==> config.mk <==
export PLATFORM = sky130hd
export DESIGN_NAME = xfer_addr_gen
export DESIGN_NICKNAME = d
export VERILOG_FILES = /design/src/rtl/xag_pkg.sv /design/src/rtl/xag_side.sv /design/src/rtl/xag_loop.sv /design/src/rtl/xag_pace.sv /design/src/rtl/xfer_addr_gen.sv
export SDC_FILE = /design/constraint.sdc
export NUM_CORES = 1
export LEC_CHECK = 0
export BUFFER_PORTS_ARGS = -buffer_cell sky130_fd_sc_hd__buf_2
export CORE_UTILIZATION = 30
export CTS_CLUSTER_SIZE = 12
export DETAILED_ROUTE_END_ITERATION = 8
export PLACE_DENSITY_LB_ADDON = 0.08
export SYNTH_ARGS = -nofsm -noshare
export SYNTH_HDL_FRONTEND = slang
export SYNTH_SLANG_ARGS = --single-unit
==> constraint.sdc <==
create_clock -name clk -period 8.2 [get_ports clk]
set_input_delay 1.23 -clock clk [delete_from_list [all_inputs] [get_ports clk]]
set_output_delay 1.23 -clock clk [all_outputs]
set_load 0.005 [all_outputs]
==> src/rtl/xag_pkg.sv <==
package xag_pkg;

   typedef enum logic [1:0] {
      AM_FIXED = 2'd0,
      AM_STEP  = 2'd1,
      AM_SKIP  = 2'd2,
      AM_GRID  = 2'd3
   } addr_mode_e;

   typedef enum logic [1:0] {
      PACE_ELEM  = 2'd0,
      PACE_FRAME = 2'd1,
      PACE_BLOCK = 2'd2,
      PACE_PKT   = 2'd3
   } pace_e;

   localparam int SEL_W = 7;

   function automatic logic [2:0] type_bytes(input logic [1:0] code);
      case (code)
         2'd0:    type_bytes = 3'd1;
         2'd1:    type_bytes = 3'd2;
         default: type_bytes = 3'd4;
      endcase
   endfunction

endpackage

==> src/rtl/xag_side.sv <==
module xag_side
   import xag_pkg::*;
#(
   parameter int AW = 32,
   parameter int IW = 16
) (
   input  logic          clk,
   input  logic          rst_n,
   input  logic          load,
   input  logic [AW-1:0] base,
   input  logic [1:0]    mode,
   input  logic [2:0]    ebytes,
   input  logic [IW-1:0] eidx,
   input  logic [IW-1:0] fidx,
   input  logic          adv,
   input  logic          frame_end,
   output logic [AW-1:0] addr
);

   addr_mode_e    mode_q;
   logic [2:0]    ebytes_q;
   logic [IW-1:0] eidx_q;
   logic [IW-1:0] fidx_q;
   logic [AW-1:0] e_ext;
   logic [AW-1:0] f_ext;
   logic [AW-1:0] es;
   logic [AW-1:0] inc;

   generate
      if (AW > IW) begin : g_sext
         assign e_ext = {{(AW-IW){eidx_q[IW-1]}}, eidx_q};
         assign f_ext = {{(AW-IW){fidx_q[IW-1]}}, fidx_q};
      end else begin : g_trunc
         assign e_ext = eidx_q[AW-1:0];
         assign f_ext = fidx_q[AW-1:0];
      end
   endgenerate

   assign es = AW'(ebytes_q);

   always_comb begin
      case (mode_q)
         AM_FIXED: inc = '0;
         AM_STEP:  inc = es;
         AM_SKIP:  inc = es + e_ext - AW'(1);
         default:  inc = frame_end ? (es + f_ext - AW'(1)) : (es + e_ext - AW'(1));
      endcase
   end

   always_ff @(posedge clk or negedge rst_n) begin
      if (!rst_n) begin
         mode_q   <= AM_FIXED;
         ebytes_q <= 3'd1;
         eidx_q   <= '0;
         fidx_q   <= '0;
         addr     <= '0;
      end else if (load) begin
         mode_q   <= addr_mode_e'(mode);
         ebytes_q <= ebytes;
         eidx_q   <= eidx;
         fidx_q   <= fidx;
         addr     <= base;
      end else if (adv) begin
         addr     <= addr + inc;
      end
   end

   a_r5_fixed_holds: assert property (@(posedge clk) disable iff (!rst_n)
      (mode_q == AM_FIXED && !load) |=> $stable(addr));

   a_r12_idle_holds: assert property (@(posedge clk) disable iff (!rst_n)
      (!adv && !load) |=> $stable(addr));

endmodule

==> src/rtl/xag_loop.sv <==
module xag_loop #(
   parameter int EW = 24,
   parameter int FW = 16
) (
   input  logic          clk,
   input  logic          rst_n,
   input  logic          load,
   input  logic          busy,
   input  logic [EW-1:0] ecnt,
   input  logic [FW-1:0] fcnt,
   input  logic          adv,
   output logic          last_elem,
   output logic          block_end
);

   logic [EW-1:0] ecnt_q;
   logic [FW-1:0] fcnt_q;
   logic [EW-1:0] epos;
   logic [FW-1:0] fpos;
   logic          last_frame;

   assign last_elem  = (epos == ecnt_q - EW'(1));
   assign last_frame = (fpos == fcnt_q - FW'(1));
   assign block_end  = last_elem && last_frame;

   always_ff @(posedge clk or negedge rst_n) begin
      if (!rst_n) begin
         ecnt_q <= '0;
         fcnt_q <= '0;
         epos   <= '0;
         fpos   <= '0;
      end else if (load) begin
         ecnt_q <= ecnt;
         fcnt_q <= fcnt;
         epos   <= '0;
         fpos   <= '0;
      end else if (adv) begin
         if (last_elem) begin
            epos <= '0;
            fpos <= last_frame ? '0 : fpos + FW'(1);
         end else begin
            epos <= epos + EW'(1);
         end
      end
   end

   a_r7_elem_in_range: assert property (@(posedge clk) disable iff (!rst_n)
      busy |-> (epos < ecnt_q && fpos < fcnt_q));

endmodule

==> src/rtl/xag_pace.sv <==
module xag_pace
   import xag_pkg::*;
#(
   parameter int IW = 16
) (
   input  logic          clk,
   input  logic          rst_n,
   input  logic          load,
   input  logic          kill,
   input  logic          busy,
   input  logic          unsynced,
   input  logic          req_hit,
   input  logic [1:0]    pace_in,
   input  logic [IW-1:0] pkt_len,
   input  logic          adv,
   input  logic          last_elem,
   input  logic          block_end,
   output logic          win_open,
   output logic          pkt_close,
   output logic          pkt_mode
);

   pace_e         pace_q;
   logic [IW-1:0] pkt_len_q;
   logic [IW-1:0] pkt_pos;
   logic          win_close;

   assign pkt_mode  = (pace_q == PACE_PKT);
   assign pkt_close = (({1'b0, pkt_pos} + (IW+1)'(1)) >= {1'b0, pkt_len_q}) || block_end;

   always_comb begin
      case (pace_q)
         PACE_ELEM:  win_close = 1'b1;
         PACE_FRAME: win_close = last_elem;
         PACE_BLOCK: win_close = block_end;
         default:    win_close = pkt_close;
      endcase
   end

   always_ff @(posedge clk or negedge rst_n) begin
      if (!rst_n) begin
         pace_q    <= PACE_ELEM;
         pkt_len_q <= '0;
         pkt_pos   <= '0;
         win_open  <= 1'b0;
      end else if (load) begin
         pace_q    <= pace_e'(pace_in);
         pkt_len_q <= pkt_len;
         pkt_pos   <= '0;
         win_open  <= 1'b0;
      end else if (kill) begin
         win_open  <= 1'b0;
      end else begin
         if (adv && pkt_mode)
            pkt_pos <= pkt_close ? '0 : pkt_pos + IW'(1);
         if (win_open && adv && win_close)
            win_open <= 1'b0;
         else if (!win_open && busy && !unsynced && req_hit)
            win_open <= 1'b1;
      end
   end

   a_r9_window_needs_busy: assert property (@(posedge clk) disable iff (!rst_n)
      win_open |-> busy);

   a_r9_free_run_no_window: assert property (@(posedge clk) disable iff (!rst_n)
      unsynced |-> !win_open);

endmodule

==> src/rtl/xfer_addr_gen.sv <==
module xfer_addr_gen
   import xag_pkg::*;
#(
   parameter int AW   = 32,
   parameter int EW   = 24,
   parameter int FW   = 16,
   parameter int IW   = 16,
   parameter int NREQ = 8
) (
   input  logic            clk,
   input  logic            rst_n,
   input  logic            ctl_wr,
   input  logic            ctl_run,
   input  logic [AW-1:0]   src_base,
   input  logic [AW-1:0]   dst_base,
   input  logic [EW-1:0]   elem_count,
   input  logic [FW-1:0]   frame_count,
   input  logic [1:0]      elem_type,
   input  logic [1:0]      src_mode,
   input  logic [1:0]      dst_mode,
   input  logic [IW-1:0]   src_eidx,
   input  logic [IW-1:0]   src_fidx,
   input  logic [IW-1:0]   dst_eidx,
   input  logic [IW-1:0]   dst_fidx,
   input  logic [6:0]      sync_sel,
   input  logic            sync_frame,
   input  logic            sync_block,
   input  logic            sync_pkt,
   input  logic            sync_on_src,
   input  logic [NREQ-1:0] sync_req,
   input  logic            step_i,
   output logic            busy,
   output logic            elem_valid,
   output logic [AW-1:0]   src_addr,
   output logic [AW-1:0]   dst_addr,
   output logic            frame_done,
   output logic            block_done,
   output logic            pkt_done
);

   localparam int SIDES = 2;

   generate
      if (NREQ < 1 || NREQ > 127) begin : g_bad_nreq
         $error("NREQ must lie in 1..127");
      end
      if (AW < 8 || IW < 2 || EW < 1 || FW < 1) begin : g_bad_width
         $error("address, index or count width too small");
      end
   endgenerate

   logic             start;
   logic             abort;
   logic             adv;
   logic             kill;
   logic             last_elem;
   logic             block_end;
   logic             win_open;
   logic             pkt_close;
   logic             pkt_mode;
   logic             req_hit;
   logic [SEL_W-1:0] sel_q;
   logic             unsynced;
   logic [1:0]       pace_d;
   logic [2:0]       ebytes;

   logic [AW-1:0]    side_base [SIDES];
   logic [1:0]       side_mode [SIDES];
   logic [IW-1:0]    side_eidx [SIDES];
   logic [IW-1:0]    side_fidx [SIDES];
   logic [AW-1:0]    side_addr [SIDES];

   assign start = ctl_wr && ctl_run && !busy && (elem_count != '0) && (frame_count != '0);
   assign abort = ctl_wr && !ctl_run && busy;
   assign elem_valid = busy && (unsynced || win_open);
   assign adv   = step_i && elem_valid;
   assign kill  = abort || (adv && block_end);
   assign unsynced = (sel_q == '0);
   assign ebytes = type_bytes(elem_type);

   always_comb begin
      if (sync_pkt)        pace_d = PACE_PKT;
      else if (sync_block) pace_d = PACE_BLOCK;
      else if (sync_frame) pace_d = PACE_FRAME;
      else                 pace_d = PACE_ELEM;
   end

   always_comb begin
      req_hit = 1'b0;
      for (int i = 0; i < NREQ; i++)
         if (sel_q == SEL_W'(i + 1)) req_hit = sync_req[i];
   end

   always_ff @(posedge clk or negedge rst_n) begin
      if (!rst_n) begin
         busy       <= 1'b0;
         sel_q      <= '0;
         frame_done <= 1'b0;
         block_done <= 1'b0;
         pkt_done   <= 1'b0;
      end else begin
         frame_done <= adv && last_elem && !abort;
         block_done <= adv && block_end && !abort;
         pkt_done   <= adv && pkt_mode && pkt_close && !abort;
         if (start) begin
            busy  <= 1'b1;
            sel_q <= sync_sel;
         end else if (kill) begin
            busy  <= 1'b0;
         end
      end
   end

   assign side_base[0] = src_base;
   assign side_mode[0] = src_mode;
   assign side_eidx[0] = src_eidx;
   assign side_fidx[0] = src_fidx;
   assign side_base[1] = dst_base;
   assign side_mode[1] = dst_mode;
   assign side_eidx[1] = dst_eidx;
   assign side_fidx[1] = dst_fidx;
   assign src_addr = side_addr[0];
   assign dst_addr = side_addr[1];

   generate
      for (genvar s = 0; s < SIDES; s++) begin : g_side
         xag_side #(.AW(AW), .IW(IW)) u_side (
            .clk       (clk),
            .rst_n     (rst_n),
            .load      (start),
            .base      (side_base[s]),
            .mode      (side_mode[s]),
            .ebytes    (ebytes),
            .eidx      (side_eidx[s]),
            .fidx      (side_fidx[s]),
            .adv       (adv),
            .frame_end (last_elem),
            .addr      (side_addr[s])
         );
      end
   endgenerate

   xag_loop #(.EW(EW), .FW(FW)) u_loop (
      .clk       (clk),
      .rst_n     (rst_n),
      .load      (start),
      .busy      (busy),
      .ecnt      (elem_count),
      .fcnt      (frame_count),
      .adv       (adv),
      .last_elem (last_elem),
      .block_end (block_end)
   );

   xag_pace #(.IW(IW)) u_pace (
      .clk       (clk),
      .rst_n     (rst_n),
      .load      (start),
      .kill      (kill),
      .busy      (busy),
      .unsynced  (unsynced),
      .req_hit   (req_hit),
      .pace_in   (pace_d),
      .pkt_len   (sync_on_src ? src_fidx : dst_fidx),
      .adv       (adv),
      .last_elem (last_elem),
      .block_end (block_end),
      .win_open  (win_open),
      .pkt_close (pkt_close),
      .pkt_mode  (pkt_mode)
   );

   a_r9_valid_needs_busy: assert property (@(posedge clk) disable iff (!rst_n)
      elem_valid |-> busy);

   a_r7_block_with_frame: assert property (@(posedge clk) disable iff (!rst_n)
      block_done |-> (frame_done && !busy));

   a_r8_abort_quiet: assert property (@(posedge clk) disable iff (!rst_n)
      (ctl_wr && !ctl_run && busy) |=> (!busy && !block_done));

endmodule

-- Word level (Yosys, flattened, before mapping)
Cells that the tools add are included.
- register bits after elaboration: 261
- bits in latches: 0
- RAM bits: 0
- ROM bits: 0
- bits of input ports: 198
- output and inout bits: 69
- word-level logic and storage cells: 140
- memories kept: 0
- $add $sub $neg: 16
- multiply operators: 0
- divide/modulo/power cells: 0
- $lt $le $gt $ge: 1
- equal/unequal tests: 19
- shift-type cells: 0
- muxes and demuxes: 39
- bitwise operators: 0
- reductions and logical operators: 43
- operator list (kind ; number):
    32-bit 2-to-1 mux ; 6
    32-bit one-hot mux with 3 select lines ; 2
    16-bit 2-to-1 mux ; 9
    24-bit 2-to-1 mux ; 3
    4-bit by 16-bit adder with 17-bit output ; 4
    32-bit adder ; 2
    32-bit by 1-bit subtractor with 32-bit output, second input constant ; 2
    17-bit by 2-bit subtractor with 18-bit output, second input constant ; 2
    16-bit by 1-bit adder with 16-bit output, second input constant ; 2
    7-bit by 3-bit equality test with 1-bit output, second input constant ; 4
    24-bit by 1-bit adder with 24-bit output, second input constant ; 1
    24-bit equality test ; 1
    24-bit nonzero test ; 1
    24-bit by 1-bit subtractor with 24-bit output, second input constant ; 1
    1-bit logical AND ; 21
    16-bit by 1-bit adder with 17-bit output, second input constant ; 1
    17-bit by 16-bit greater-or-equal comparator with 1-bit output ; 1
    16-bit equality test ; 1
    16-bit nonzero test ; 1
    16-bit by 1-bit subtractor with 16-bit output, second input constant ; 1
    1-bit 2-to-1 mux ; 15
    7-bit by 2-bit equality test with 1-bit output, second input constant ; 2
    2-bit by 1-bit equality test with 1-bit output, second input constant ; 4
    2-bit equality test, second input constant ; 4
    13 further kinds ; 27

-- Longest topological paths before layout
Gate-level depths: netlist of the first run.
- depth after elaboration: 14
- gate-level depth with buffers: 27

-- By module
A second synthesis of the first run with hierarchy kept.
- cells, all modules: 2322
- area total of the unflattened synthesis: 20186.9 µm²
- modules (own cells, without submodules) (module ; instances ; cells each ; area an instance (µm²)):
    xag_side (g_side[1].u_side) ; 1 ; 710 ; 5953.2
    xag_side (g_side[0].u_side) ; 1 ; 711 ; 5934.4
    xag_loop ; 1 ; 578 ; 5282.6
    xag_pace ; 1 ; 239 ; 2160.8
    xfer_addr_gen ; 1 ; 84 ; 855.8

-- Worst setup path after synthesis of the first run
Ideal clock, no wire load.
- kind: reg-to-reg
- from: register u_loop.ecnt_q[20]
- to: register g_side[1].u_side.addr[31]
- arrival time: 5.916 ns
- path slack: 2.157 ns
- stages on the path, launching flop included: 25
- cell sequence: dfrtp_1 or4_1 or4b_1 or4_1 o211ai_2 o22ai_2 or4_4 buf_2 nor2_1 clkbuf_1 nor2_1 a21oi_1 nor2_1 ha_1 and3_1 a221o_1 o221ai_1 nand4_1 a31oi_1 a311oi_1 a211oi_1 o21ai_0 xnor2_1 nor3_2 nand3b_1
- word-level cells in the longest chain between the ends: 7
- RTL lines (element ; line ; source):
    start, declared ; xag_loop.sv:16 ; logic [EW-1:0] ecnt_q;
    start signal, assigned ; xag_loop.sv:33 ; ecnt_q <= ecnt;
    24-bit by 1-bit subtractor with 24-bit output ; xag_loop.sv:22 ; assign last_elem = (epos == ecnt_q - EW'(1));
    24-bit equality test ; xag_loop.sv:22 ;
    32-bit 2-to-1 mux ; xag_side.sv:46 ; default: inc = frame_end ? (es + f_ext - AW'(1)) : (es + e_ext - AW'(1));
    32-bit one-hot mux with 3 select lines ; xag_side.sv:42 ; case (mode_q)
    32-bit adder ; xag_side.sv:64 ; addr <= addr + inc;
    32-bit 2-to-1 mux ; xag_side.sv:63 ; end else if (adv) begin
    32-bit 2-to-1 mux ; xag_side.sv:57 ; end else if (load) begin
    end signal, assigned ; xag_side.sv:62 ; addr <= base;
    end signal, assigned ; xag_side.sv:64 ;
    end, declared ; xag_side.sv:17 ; output logic [AW-1:0] addr
Every way passes these cells. The select of a mux whose other input is x is not followed.
A chain may end at the register's enable or synchronous reset.

-- Final worst setup path of the first run
Same ends and word-level chain as after synthesis.

==> results.json, run 1 <==
{
  "outcome": "completed",
  "firstDrtPassIters": 5,
  "worstMarginPinSlew_ns": 1.230,
  "stdcell_area_sq_mm": 0.02309,
  "rsz0062_at_grt": "no",
  "clockBufferDepth": 3,
  "clock_skew_ns": 0.02044,
  "die_y_microns": 259.0,
  "antenna_found_initial": 4,
  "cts_tree": "yes",
  "grtUsageTotal": 0.2090,
  "port_buffers": 266,
  "ff2ff_setup_slack_ns": 1.26,
  "required_ns": 8.64,
  "vias": 18758,
  "area_delta_synth_final_pct": 16.55,
  "final_util": 0.3563,
  "synth_edf_count": 0,
  "cts_buffers": 36,
  "postSynthAreaPerCell_sq_um": 7.909,
  "wl_per_cell_microns": 19.62,
  "slew_violations": 0,
  "ys_ff_latch": 261,
  "cts_root_buffer": "clkbuf_16",
  "ys_types": 82,
  "netlist_area_sq_mm": 0.01981,
  "met1_usage": 0.2768,
  "period_share": 0.8466,
  "finalSetupViolCount": 0,
  "postCtsHoldBufs": 0,
  "drive_above_1_share": 0.1373,
  "synth_most_common_cell": "nand2_1",
  "drc": 0,
  "final_nets": 3036,
  "initial_utilization": 0.3057,
  "ir_drop_uv": 132.0,
  "path_class": "flip-flop to flip-flop",
  "hpwlAfterDp_mm": 53.71,
  "hold_path.class": "flip-flop to flip-flop",
  "finalSetupTns_ns": 0,
  "power_density_mw_per_mm2": 336.1,
  "dpl-instance-area_sq_mm": 0.02192,
  "cp-end-kind": "flip-flop",
  "ioPinCount": 267,
  "path_clk_slew_ns": 0.06,
  "yosys.area_share.simple": 0.2306,
  "design.core.area_sq_mm": 0.06481,
  "crit_arrival_ns": 7.38,
  "met3_usage": 0.02685,
  "ys.flop_type": "dfrtp_1",
  "clk_latency_ns": 0.57,
  "grt_pass1_wl_mm": 109.6,
  "clock_sinks": 261,
  "final_hold_viol_count": 0,
  "htree_levels": 2,
  "row_count": 93,
  "die_x_microns": 259.0,
  "antenna_cells": 0,
  "drt-initial-drc-count": 1078,
  "cp_max_fo": 22,
  "synth_area_leaders": "dfrtp_1 33%, nand2_1 8.1%, ha_1 8.0%",
  "synth_cells": 2505,
  "synth_compound_area_frac": 0.2090,
  "clock.fmax_mhz": 144.0,
  "timing.hold.ws_ns": 0.4811,
  "maxSlewHeadroom": 0.1587,
  "nFillCells": 6846,
  "postRouteAntennaNets": 0,
  "grt_pass1_vias": 18617,
  "max_cap_viol_count": 0,
  "grt.busiest_layer": "met2",
  "grt_overflow": 0,
  "grt_max_degree": 122,
  "dp_cells": 3522,
  "cts-resized-gates": 0,
  "p_leak_nw": 10.90,
  "gp_congestion": 0.9305,
  "synth_top_area_frac": 0.3284,
  "ys_warn_count": 0,
  "post-route-min-period_ns": 6.942,
  "grt_use_met2": 0.3558,
  "syn-num-nets": 2836,
  "critPathLaunchType": "flip-flop",
  "yosys.area.top_type": "dfrtp_1",
  "via_per_inst": 5.231,
  "synth_top_family_by_area": "simple AND/OR/NAND/NOR gates",
  "yosysSeqAreaShare": 0.3297,
  "die_area_sq_mm": 0.06707,
  "cts_setup_buffers": 0,
  "async_reset_ff_frac": 1.000,
  "wirelength_mm": 70.37,
  "synth.area.mux_share": 0.01370,
  "synth_xor_area_frac": 0.08380,
  "yosys-top-cells-count": "429 x nand2_1, 260 x dfrtp_1, 242 x o21ai_0",
  "synthAdderAreaFrac": 0.08626,
  "instances_no_fill": 3586
}
## cells in the final DEF, fill, tap and decap left out, types with 9 or more instances in the layout
cell type,netlist,routed
or3_1,14,14
a211oi_1,23,23
o21ai_0,242,241
and3_1,51,51
nand3_1,81,81
clkinv_2,0,9
o31ai_1,11,11
and2_1,15,14
buf_4,0,13
inv_1,124,124
nor2_1,174,173
buf_2,3,265
nand3b_1,9,9
nor4_1,29,29
xor2_1,80,80
nor2b_1,15,15
nor3b_1,16,16
nand2b_1,23,23
o21bai_1,14,14
a31oi_1,20,20
a21oi_1,186,186
o21a_1,18,17
ha_1,127,127
or2_2,14,14
nor3_1,40,40
dfrtp_1,260,260
mux2i_1,26,26
xnor2_1,107,107
nand4_1,29,29
a21o_1,59,59
nand2_1,429,428
clkbuf_16,0,36
a32o_1,10,10
## power by group
group / internal (mW) / total (mW) / switching, mW
combinational: 1.69 / 4.11 / 2.42
clock: 0.932 / 1.59 / 0.657
sequential: 1.63 / 2.06 / 0.433
total: 4.25 / 7.76 / 3.51
## metrics by stage
| stage | setup WS, ns | power [mW] |
|---|---|---|
| finish | 1.258 | 7.762 |
| global route | 0.6836 | 8.423 |
| CTS | 1.293 | 7.848 |
| detailed placement | 1.333 | 6.184 |
| global placement | 1.356 | 6.202 |
| floorplan | 2.157 | 4.847 |
## metal layers
layer,wire (microns),vias up
li1,-,9263
met1,32420,9045
met2,33520,369
met3,2779,77
met4,1629,4
met5,21,-
## cell type report
class / count / area (sq um) / area share
Clock buffer: 49 / 1010 / 0.04373
Timing Repair Buffer: 280 / 1459 / 0.06318
Inverter: 125 / 469.2 / 0.02032
Multi-Input combinational cell: 2001 / 12390 / 0.5367
Tap cell: 855 / 1070 / 0.04633
Clock inverter: 15 / 157.7 / 0.006827
Sequential cell: 261 / 6533 / 0.2829
## worst max-delay path, stage by stage (launching register included)
cell and delay (ns):
dfrtp_1 0.44, or4_1 0.54, or4b_1 0.48, or4_1 0.43
o211ai_2 0.10, o22ai_2 0.14, or4_4 0.76, nor2_1 0.16
buf_4 0.25, inv_1 0.11, a21oi_1 0.14, a21oi_1 0.05
o21ai_0 0.20, ha_1 0.33, and3_1 0.19, a221o_1 0.35
o221ai_1 0.43, nand4_1 0.17, a31oi_1 0.31, a311oi_1 0.15
a211oi_1 0.40, o21ai_0 0.19, xnor2_1 0.25, nor3_2 0.05
nand3b_1 0.18
## registers in the layout, indices dropped and copies added (netlist names)
name,flops
g_side.u_side.addr,64
g_side.u_side.eidx_q,32
g_side.u_side.fidx_q,32
u_loop.ecnt_q,24
u_loop.epos,24
u_loop.fcnt_q,16
u_loop.fpos,16
u_pace.pkt_len_q,16
u_pace.pkt_pos,16
sel_q,7
g_side.u_side.mode_q,4
g_side.u_side.ebytes_q,3
u_pace.pace_q,2
block_done,1
busy,1
frame_done,1
pkt_done,1
u_pace.win_open,1
## kinds of logic (layout without fill, tap and decap cells)
group           count (synthesis)  in the layout
compound gates                679            679
buf+inv                       243            469
mux                            27             27
fa+ha+maj                     133            133
flops                         261            261
simple gates                  974            974
xor+xnor                      188            188
## worst paths after layout
path                                          startpoint                               endpoint  cells after the start
max reg2reg                u_loop.ecnt_q[20]$_DFFE_PN0P_  g_side[1].u_side.addr[31]$_DFFE_PN0P_                     24
min                                 sel_q[5]$_DFFE_PN0P_                   sel_q[5]$_DFFE_PN0P_                      2
max in group asynchronous                          rst_n  g_side[1].u_side.addr[14]$_DFFE_PN0P_                      2
max                        u_loop.ecnt_q[20]$_DFFE_PN0P_  g_side[1].u_side.addr[31]$_DFFE_PN0P_                     24
min reg2reg                         sel_q[5]$_DFFE_PN0P_                   sel_q[5]$_DFFE_PN0P_                      2
min in group asynchronous                          rst_n           u_loop.fcnt_q[3]$_DFFE_PN0P_                      1
(Power assumes the default switching activity.)
==> run 2: changes to the inputs <==
- clock period: 8.2 -> 6.6 ns (I/O delays scaled with it)
==> run 2 against run 1 <==
Effect of this change: cell area up 1.3%; flip-flop and latch count unchanged; sequential power is 25% higher; via count grew 0.54%; critical endpoint unchanged; clock power is 25% higher; critical path type unchanged; first-iteration DRC count up 15%; die area unchanged; wire length rose by 2.4%; sequential share of layout area down 0.37 points; count of clock-buffer cells in the layout is 2 higher; worst setup slack worse by 0.92 ns; highest routed layer unchanged; global-route usage increased by 0.33 points.
==> results.json, run 2 (synthesis results as in run 1) <==
{
  "postRouteAntennaNets": 0,
  "wl_per_cell_microns": 19.93,
  "clock_sinks": 261,
  "maxSlewHeadroom": 0.2713,
  "cp_cell_sequence": "or4_1, or4b_1, or4_1, o211ai_2, o22ai_2, or4_4, buf_4, or3_1, o21ai_0, a32o_1, ha_1, a21o_1, a221o_1, o221ai_2, nand4_1, a31oi_1, a311oi_1, a211oi_1, o21ai_0, xnor2_1, nor3_2, nand3b_1",
  "ioPinCount": 267,
  "cts_tree": "yes",
  "rsz0062_at_grt": "no",
  "layout_commonest_cell": "nand2_1",
  "max_cap_viol_count": 0,
  "clock.fmax_mhz": 159.7,
  "ff2ff_setup_slack_ns": 0.34,
  "cp_slowest_stage_delay_ns": 0.63,
  "vias": 18860,
  "port_buffers": 266,
  "gp_congestion": 0.9178,
  "die_x_microns": 259.0,
  "largest_reg_flops": 64,
  "finalSetupTns_ns": 0,
  "antenna_found_initial": 4,
  "clockBufferDepth": 3,
  "drt-initial-drc-count": 1241,
  "post-route-min-period_ns": 6.262,
  "finalSetupViolCount": 0,
  "clock_skew_ns": 0.02386,
  "ir_drop_uv": 167.9,
  "row_count": 93,
  "crit_arrival_ns": 6.69,
  "wirelength_mm": 72.04,
  "htree_levels": 2,
  "cts_root_buffer": "clkbuf_16",
  "postCtsHoldBufs": 0,
  "slew_violations": 0,
  "final_cell_mix": "428 x nand2_1, 265 x buf_2, 260 x dfrtp_1",
  "p_leak_nw": 11.05,
  "grt_overflow": 0,
  "outcome": "completed",
  "required_ns": 7.03,
  "cp_top_family": "simple AND/OR/NAND/NOR gates",
  "largestRegisters": "g_side.u_side.addr (64), g_side.u_side.eidx_q (32), g_side.u_side.fidx_q (32)",
  "largest_register": "g_side.u_side.addr",
  "path_class": "flip-flop to flip-flop",
  "die_y_microns": 259.0,
  "drc": 0,
  "power_density_mw_per_mm2": 417.6,
  "area_delta_synth_final_pct": 18.08,
  "grt_max_degree": 185,
  "grt_pass1_vias": 18940,
  "drive_above_1_share": 0.1483,
  "critPathLaunchType": "flip-flop",
  "final_hold_viol_count": 0,
  "hpwlAfterDp_mm": 54.32,
  "die_area_sq_mm": 0.06707,
  "grtUsageTotal": 0.2123,
  "design.core.area_sq_mm": 0.06481,
  "via_per_inst": 5.219,
  "final_util": 0.3610,
  "period_share": 0.9487,
  "path_clk_slew_ns": 0.06,
  "firstDrtPassIters": 5,
  "critPathBufInv": 1,
  "crit_path_top_delay_cell": "or4_4",
  "final_nets": 3065,
  "cp_max_fo": 20,
  "clk_latency_ns": 0.57,
  "cts_buffers": 37,
  "cp-end-kind": "flip-flop",
  "cts_setup_buffers": 0,
  "hold_path.class": "input pin to async pin",
  "grt_pass1_wl_mm": 110.9,
  "nFillCells": 6821,
  "worstMarginPinSlew_ns": 1.093,
  "initial_utilization": 0.3057
}
==> run 2: area by class of cell <==
cell class / count / area, sq um / share of cell area
Antenna cell: 1 / 2.502 / 0.0001070
Multi-Input combinational cell: 2001 / 12450 / 0.5324
Inverter: 125 / 469.2 / 0.02006
Clock inverter: 12 / 141.4 / 0.006043
Clock buffer: 51 / 1018 / 0.04353
Timing Repair Buffer: 308 / 1707 / 0.07295
Tap cell: 855 / 1070 / 0.04573
Sequential cell: 261 / 6533 / 0.2792
==> run 2: worst paths after layout <==
kind                                               startpoint                                     end  cells after the start
worst min register to register           sel_q[5]$_DFFE_PN0P_                    sel_q[5]$_DFFE_PN0P_                      2
min in group clk                         sel_q[5]$_DFFE_PN0P_                    sel_q[5]$_DFFE_PN0P_                      2
worst max register to register  u_loop.ecnt_q[13]$_DFFE_PN0P_   g_side[1].u_side.addr[31]$_DFFE_PN0P_                     22
worst max-delay path            u_loop.ecnt_q[13]$_DFFE_PN0P_   g_side[1].u_side.addr[31]$_DFFE_PN0P_                     22
max in group asynchronous                               rst_n  g_side[0].u_side.fidx_q[9]$_DFFE_PN0P_                      2
worst min-delay path                                    rst_n          u_pace.pkt_pos[15]$_DFFE_PN0P_                      1
==> run 2: per-layer routing <==
metal / global-route usage / wire length [microns]
met1: 0.2794 / 33090
met2: 0.3500 / 33180
met3: 0.03466 / 3316
met4: 0.07495 / 2426
met5: 0 / 26
==> run 2: timing repair <==
item,CTS,global route
endpoints found under the setup margin,0,10
hold endpoints to repair,0,0
gates resized for setup,0,16
==> run 2: per-stage QoR <==
stage | cells | cell area (sq um) | total power, mW | hold WS [ns] | setup WS, ns
2_1_floorplan | 2505 | 19810 | 6.022 | 0.4466 | 0.5567
3_3_place_gp | 3550 | 22170 | 7.767 | 0.4617 | 0.3400
3_5_place_dp | 3550 | 22170 | 7.756 | 0.4696 | 0.2636
4_1_cts | 3613 | 23330 | 9.827 | 0.3554 | 0.2369
5_1_grt | 3613 | 23390 | 10.57 | 0.3741 | 0.02716
6_report | 3614 | 23390 | 9.770 | 0.3611 | 0.3385
==> run 2: power breakdown <==
| group | internal [mW] | switching (mW) |
|---|---|---|
| Sequential | 2.02 | 0.548 |
| Clock | 1.16 | 0.816 |
| Combinational | 2.18 | 3.05 |
| Total | 5.36 | 4.41 |
==> run 2: worst reg2reg max path: stages (launching register included) <==
cell	delay, ns
dfrtp_1	0.38
or4_1	0.54
or4b_1	0.46
or4_1	0.43
o211ai_2	0.10
o22ai_2	0.14
or4_4	0.63
buf_4	0.26
or3_1	0.33
o21ai_0	0.08
a32o_1	0.17
ha_1	0.23
a21o_1	0.20
a221o_1	0.34
o221ai_2	0.29
nand4_1	0.14
a31oi_1	0.29
a311oi_1	0.16
a211oi_1	0.32
o21ai_0	0.18
xnor2_1	0.25
nor3_2	0.05
nand3b_1	0.17
